===== config.mk =====
export PLATFORM = sky130hd
export DESIGN_NAME = brs_burst_seq
export DESIGN_NICKNAME = d
export VERILOG_FILES = /design/src/rtl/brs_pkg.sv /design/src/rtl/brs_rst_sync.sv /design/src/rtl/brs_word_array.sv /design/src/rtl/brs_burst_ctrl.sv /design/src/rtl/brs_out_stage.sv /design/src/rtl/brs_burst_seq.sv
export SDC_FILE = /design/constraint.sdc
export NUM_CORES = 2
export LEC_CHECK = 0
export BUFFER_PORTS_ARGS = -buffer_cell sky130_fd_sc_hd__buf_2
export CAP_MARGIN = 10
export CORE_MARGIN = 2
export CORE_UTILIZATION = 50
export CTS_CLUSTER_DIAMETER = 30
export DETAILED_ROUTE_END_ITERATION = 8
export PLACE_DENSITY = 0.65
export SETUP_SLACK_MARGIN = 0.2
export SLEW_MARGIN = 20
export SYNTH_ARGS = -nofsm -noshare
export SYNTH_HDL_FRONTEND = slang
export SYNTH_SLANG_ARGS = --single-unit
export TNS_END_PERCENT = 5

===== constraint.sdc =====
create_clock -name clk -period 2.1 [get_ports clk]
set_clock_uncertainty 0.05 [all_clocks]
set_input_delay 0.42 -clock clk [delete_from_list [all_inputs] [get_ports clk]]
set_output_delay 0.42 -clock clk [all_outputs]
set_load 0.02 [all_outputs]

===== src/rtl/brs_pkg.sv =====
package brs_pkg;
  typedef enum logic {
    BRS_IDLE = 1'b0,
    BRS_RUN  = 1'b1
  } brs_state_e;

  localparam int unsigned BRS_SYNC_STAGES = 2;
endpackage


===== src/rtl/brs_rst_sync.sv =====
module brs_rst_sync (
  input  logic clk,
  input  logic rst_n,
  output logic rst_i_n
);
  import brs_pkg::*;

  logic [BRS_SYNC_STAGES-1:0] sync_q;
  logic [BRS_SYNC_STAGES-1:0] sync_d;

  always_comb begin
    sync_d = {sync_q[BRS_SYNC_STAGES-2:0], 1'b1};
  end

  always_ff @(posedge clk or negedge rst_n) begin
    if (!rst_n) sync_q <= '0;
    else        sync_q <= sync_d;
  end

  assign rst_i_n = sync_q[BRS_SYNC_STAGES-1];
endmodule


===== src/rtl/brs_word_array.sv =====
module brs_word_array #(
  parameter int unsigned ADDR_W = 8,
  parameter int unsigned DATA_W = 16
) (
  input  logic              clk,
  input  logic              wr_ok,
  input  logic              wr_en,
  input  logic [ADDR_W-1:0] wr_addr,
  input  logic [DATA_W-1:0] wr_data,
  input  logic [ADDR_W-1:0] rd_addr,
  output logic [DATA_W-1:0] rd_word
);
  localparam int unsigned DEPTH = 1 << ADDR_W;

  logic [DATA_W-1:0] cell_q [DEPTH];
  logic              wr_fire;

  assign wr_fire = wr_ok & wr_en;

  always_ff @(posedge clk) begin
    if (wr_fire) cell_q[wr_addr] <= wr_data;
  end

  assign rd_word = cell_q[rd_addr];
endmodule


===== src/rtl/brs_burst_ctrl.sv =====
module brs_burst_ctrl #(
  parameter int unsigned ADDR_W = 8,
  parameter int unsigned OFF_W  = 5
) (
  input  logic              clk,
  input  logic              rst_i_n,
  input  logic              load_n,
  input  logic              adv_n,
  input  logic              oe_n,
  input  logic [ADDR_W-1:0] start_addr,
  output brs_pkg::brs_state_e state,
  output logic [OFF_W-1:0]  off,
  output logic              fetch_en,
  output logic [ADDR_W-1:0] fetch_addr
);
  import brs_pkg::*;

  brs_state_e        state_q, state_d;
  logic [ADDR_W-1:0] base_q, base_d;
  logic [OFF_W-1:0]  off_q, off_d;
  logic [OFF_W-1:0]  lo_sum;
  logic              do_load, do_step;

  assign do_load = ~load_n;
  assign do_step = (state_q == BRS_RUN) & ~adv_n & ~oe_n;

  always_comb begin
    state_d  = state_q;
    base_d   = base_q;
    off_d    = off_q;
    fetch_en = 1'b0;
    if (do_load) begin
      state_d  = BRS_RUN;
      base_d   = start_addr;
      off_d    = '0;
      fetch_en = 1'b1;
    end else if (do_step) begin
      off_d    = off_q + 1'b1;
      fetch_en = 1'b1;
    end
  end

  // Low bits wrap within the aligned window; high bits come from the base.
  assign lo_sum = base_d[OFF_W-1:0] + off_d;

  generate
    if (ADDR_W > OFF_W) begin : g_hi
      assign fetch_addr = {base_d[ADDR_W-1:OFF_W], lo_sum};
    end else begin : g_lo
      assign fetch_addr = lo_sum;
    end
  endgenerate

  always_ff @(posedge clk or negedge rst_i_n) begin
    if (!rst_i_n) begin
      state_q <= BRS_IDLE;
      base_q  <= '0;
      off_q   <= '0;
    end else begin
      state_q <= state_d;
      base_q  <= base_d;
      off_q   <= off_d;
    end
  end

  assign state = state_q;
  assign off   = off_q;
endmodule


===== src/rtl/brs_out_stage.sv =====
module brs_out_stage #(
  parameter int unsigned DATA_W = 16,
  parameter int unsigned OFF_W  = 5
) (
  input  logic              clk,
  input  logic              rst_i_n,
  input  brs_pkg::brs_state_e state,
  input  logic [OFF_W-1:0]  off,
  input  logic              oe_n,
  input  logic              fetch_en,
  input  logic [DATA_W-1:0] fetch_word,
  output logic [DATA_W-1:0] held_word,
  output logic [DATA_W-1:0] rd_data,
  output logic              rd_drive,
  output logic              eob_n
);
  import brs_pkg::*;

  logic [DATA_W-1:0] word_q, word_d;
  logic              run;

  assign run = (state == BRS_RUN);

  always_comb begin
    word_d = word_q;
    if (fetch_en) word_d = fetch_word;
  end

  always_ff @(posedge clk or negedge rst_i_n) begin
    if (!rst_i_n) word_q <= '0;
    else          word_q <= word_d;
  end

  assign held_word = word_q;
  assign rd_drive  = run & ~oe_n;
  assign rd_data   = rd_drive ? word_q : '0;
  assign eob_n     = ~(run & (&off));
endmodule


===== src/rtl/brs_burst_seq.sv =====
module brs_burst_seq #(
  parameter int unsigned ADDR_W = 8,
  parameter int unsigned DATA_W = 16,
  parameter int unsigned OFF_W  = 5
) (
  input  logic              clk,
  input  logic              rst_n,
  input  logic              load_n,
  input  logic [ADDR_W-1:0] start_addr,
  input  logic              adv_n,
  input  logic              oe_n,
  input  logic              wr_en,
  input  logic [ADDR_W-1:0] wr_addr,
  input  logic [DATA_W-1:0] wr_data,
  output logic [DATA_W-1:0] rd_data,
  output logic              rd_drive,
  output logic              eob_n
);
  import brs_pkg::*;

  logic              rst_i_n;
  brs_state_e        state;
  logic [OFF_W-1:0]  off;
  logic              fetch_en;
  logic [ADDR_W-1:0] fetch_addr;
  logic [DATA_W-1:0] fetch_word;
  logic [DATA_W-1:0] held_word;

  brs_rst_sync u_sync (
    .clk     (clk),
    .rst_n   (rst_n),
    .rst_i_n (rst_i_n)
  );

  brs_burst_ctrl #(.ADDR_W(ADDR_W), .OFF_W(OFF_W)) u_ctrl (
    .clk        (clk),
    .rst_i_n    (rst_i_n),
    .load_n     (load_n),
    .adv_n      (adv_n),
    .oe_n       (oe_n),
    .start_addr (start_addr),
    .state      (state),
    .off        (off),
    .fetch_en   (fetch_en),
    .fetch_addr (fetch_addr)
  );

  brs_word_array #(.ADDR_W(ADDR_W), .DATA_W(DATA_W)) u_array (
    .clk     (clk),
    .wr_ok   (rst_i_n),
    .wr_en   (wr_en),
    .wr_addr (wr_addr),
    .wr_data (wr_data),
    .rd_addr (fetch_addr),
    .rd_word (fetch_word)
  );

  brs_out_stage #(.DATA_W(DATA_W), .OFF_W(OFF_W)) u_out (
    .clk        (clk),
    .rst_i_n    (rst_i_n),
    .state      (state),
    .off        (off),
    .oe_n       (oe_n),
    .fetch_en   (fetch_en),
    .fetch_word (fetch_word),
    .held_word  (held_word),
    .rd_data    (rd_data),
    .rd_drive   (rd_drive),
    .eob_n      (eob_n)
  );
endmodule


==> flow_summary_export.csv <==
group,metric,value,unit
synth,synth_adder_area_share,0.0595,%
routing,drtPass1Iterations,6,
floorplanning,row_count,207,
outcome,status,"finished, violations left",
routing,vias,87871,
worst_setup_path,r2r-end,"u_out.held_word[9]",
clock_network,clk_pin_slew,50,ps
worst_setup_path,worstPathArrival,5510,ps
finish,fin_area,0.205,sq mm
min_path,min_path_cells,4,
routing,post_drt_wl_per_cell,33.1,um
clock_network,cts_tree,"done",
floorplanning,core-area,0.318,sq mm
routing,met2_length,217,mm
floorplanning,fp.dieH,569,um
floorplanning,initial_core_util,50.2,%
clock_network,postCtsHoldBufs,29,
finish,drive_above_1_share,38.6,%
min_path,min_from,"load_n",
routing,wl,460,mm
timing,rsz0062_at_grt,"yes",
worst_setup_path,cp-startpoint,"u_ctrl.state",
placed_design,dp_hpwl,276,mm
timing,hold_viol,1,
timing,setup_viol,3479,
routing,wl_met1,175,mm
grt,gr-total-overflow,0,
worst_setup_path,r2r-start,"u_ctrl.state",
floorplanning,die_area,0.324,sq mm
pwr,ir_drop,0.00105,V
clock_network,cts-root-buf,"clkbuf_16",
routing,vias_per_cell,6.32,
clock_network,cts_buffers,692,
pwr,p_leak,68.4,nW
synth,synth_compound_area_share,1.98,%
timing,worst_slew_pin_slew,773,ps
min_path,hold_class,"input pin to register",
worst_setup_path,critical_path_class,"register to register",
timing,whs,-12.6,ps
min_path,holdPathEnd,"u_ctrl.off[1]",
timing,period_share,220,%
synth,synth_edf_count,4096,
job,cap_violations,0,
clock_network,cts.sinks,4128,
synth,synth_top_family_by_area,"multiplexers",
floorplanning,die_x,569,um
timing,fmax,217,MHz
grt,antenna_found_initial,25,
synth,ys_seq_area_share,77.5,%
worst_setup_path,rr_worst_depth,19,
floorplanning,pin_count,56,
synth,synth_xor_xnor_area_share,0.0564,%
routing,drtIter0Drc,13985,
finish,area_growth,28.4,%
placed_design,port_buffers,55,
synth,synthArstFlopShare,0.775,%
grt,grt_pass1_wl,648,mm
finish,final_net_count,9159,
timing,relSlewSlack,48.4,%
grt,grt_usage,28.1,%
grt,grt_pass1_vias,87261,
clock_network,htreeDepth,6,
synth,ys.flop_type,"edfxtp_1",
synth,ys_ff_latch,4128,
clock_network,insertion_delay,1070,ps
placed_design,place_area,0.178,sq mm
routing,wl_met3,50.6,mm
timing,setup_ws,-2510,ps
synth,synth_area,0.160,sq mm
synth,avgSynthCellArea,21.1,sq um
worst_setup_path,critPathLaunchType,"register",
worst_setup_path,cp-end-kind,"register",
synth,yosys-mux-area-fraction,15.4,%
outcome,violations,"hold timing, setup timing",
placed_design,gp_congestion,0.904,
pwr,cellPowerDensity,1150,mW/mm^2
synth,syn_inst,7556,
synth,synth_nets,7601,
routing,top_layer,"met5",
worst_setup_path,rrSetupSlack,-2510,ps
routing,ant_nets,0,
clock_network,clockBufferDepth,4,
timing,period_minus_slack,4610,ps
worst_setup_path,critPathRequiredTime,3000,ps
synth,ys_types,51,
grt,grt_max_degree,89,
synth,yosys_warnings,0,
synth,synthSimpleGateAreaFrac,3.76,%
worst_setup_path,crit_fanout,10,
timing,slew_violations,0,
routing,drc_errors,0,
## placed cells by master (no fill, tap or decap), types with 21 or more instances in the layout
master	synthesis	final
edfxtp_1	4096	4096
mux4_2	1072	1072
buf_4	10	721
clkbuf_16	0	717
nand2_1	712	699
buf_12	0	440
nor2_1	313	247
nand4_1	170	170
o21ai_0	112	102
clkinv_2	0	98
and3_1	98	97
bufinv_16	0	90
clkinvlp_4	0	84
o211ai_1	80	80
clkinv_1	0	71
a211oi_1	96	68
inv_6	0	68
buf_6	7	67
clkbuf_1	268	65
nor2_4	1	50
clkinv_4	0	47
mux2i_1	34	34
dfrtp_1	32	31
dlygate4sd3_1	0	29
a211oi_2	0	28
buf_8	0	28
buf_2	136	23
o311ai_1	7	22
buf_16	0	22
a22oi_1	32	21
## how the worst max path moves through the flow
stage / endpoint / slack [ps] / depth (start not counted)
2_1_floorplan: u_out.held_word[0] / -1290 / 13
3_3_place_gp: u_out.held_word[11] / -3760 / 16
3_5_place_dp: u_out.held_word[4] / -3060 / 18
4_1_cts: u_out.held_word[15] / -2480 / 19
5_1_grt: u_out.held_word[9] / -2520 / 19
6_report: u_out.held_word[9] / -2510 / 19
## cell usage after synthesis (all sizes together) (36+ instances only)
| cell | number | area share (%) |
|---|---|---|
| buf | 212 | 0.66 |
| o21ai | 113 | 0.36 |
| clkbuf | 268 | 0.63 |
| edfxtp | 4096 | 77 |
| nand2 | 713 | 1.7 |
| mux4 | 1072 | 15 |
| nand3 | 40 | 0.13 |
| a211oi | 96 | 0.45 |
| o211ai | 80 | 0.38 |
| nor2 | 314 | 0.74 |
| and3 | 98 | 0.38 |
| nand4 | 170 | 0.67 |
| o311ai | 48 | 0.26 |
| mux2i | 36 | 0.23 |
## stage by stage
stage / setup slack (ps) / power, mW / util (%) / instances / TNS [ps]
final: -2510 / 235 / 64.5 / 13897 / -483160
after global routing: -2520 / 241 / 64.5 / 13896 / -557620
after global placement: -3760 / 120 / 56.0 / 12490 / -549920
after CTS: -2480 / 235 / 64.2 / 13854 / -377810
after detailed placement: -3060 / 120 / 56.0 / 12490 / -610180
after floorplan: -1290 / 107 / - / 7556 / -1718020
## metal layers
layer  vias to the layer above  global-route usage [%]
li1                      34951                       -
met1                     46472                    40.3
met2                      5637                    43.0
met3                       801                    5.82
met4                        10                    10.2
met5                         -                       0
## cells by family after synthesis
family | after synthesis
fa+ha+maj | 7
simple gates | 1373
xor+xnor | 7
mux | 1113
compound gates | 442
flops | 4128
buf+inv | 485
other cells | 1
## where the power goes
group / switching, mW / internal [mW] / total (mW) / leakage (nW)
registers: 0.133 / 90.9 / 91.0 / 37.2
clock network: 41.5 / 73.5 / 115 / 11.5
logic: 16.0 / 13.4 / 29.4 / 19.7
## what timing repair did
action                                 4_1_cts  5_1_grt
gates cloned                                17       12
gates resized for setup                    270      145
setup endpoints to repair                 4130     4131
setup buffers                               30       22
endpoints found under the hold margin     1830        1
pin swaps                                   44       56
## registers in the layout (all words and copies together), names as in the netlist
name             flops
u_array.cell_q    4096
u_out.held_word     16
u_ctrl.base_q        8
u_ctrl.off           5
u_sync.sync_q        2
u_ctrl.state         1
## critical path, stage by stage, from the launching register on
cell and delay, ps:
dfrtp_1 370, nor3b_4 330, buf_12 150, xor2_1 70
and2_4 150, ha_4 160, fa_4 770, buf_12 150
buf_16 180, buf_4 170, buf_12 150, mux4_2 290
nand2_1 80, nand2_1 80, o211ai_1 500, o311ai_2 230
buf_4 190, nand4_1 150, buf_4 160, o211ai_1 80
## final cells by class
class / instances / area, sq um
fill: 20290 / 113000
inverter: 5 / 18.8
clock inverter: 513 / 6190
timing repair buffer: 1344 / 16800
tap: 4180 / 5230
clock buffer: 775 / 18000
antenna: 9 / 22.5
sequential: 4128 / 124000
multi-input combinational: 2943 / 35200
Note: power is estimated with default switching activity, not from simulation.
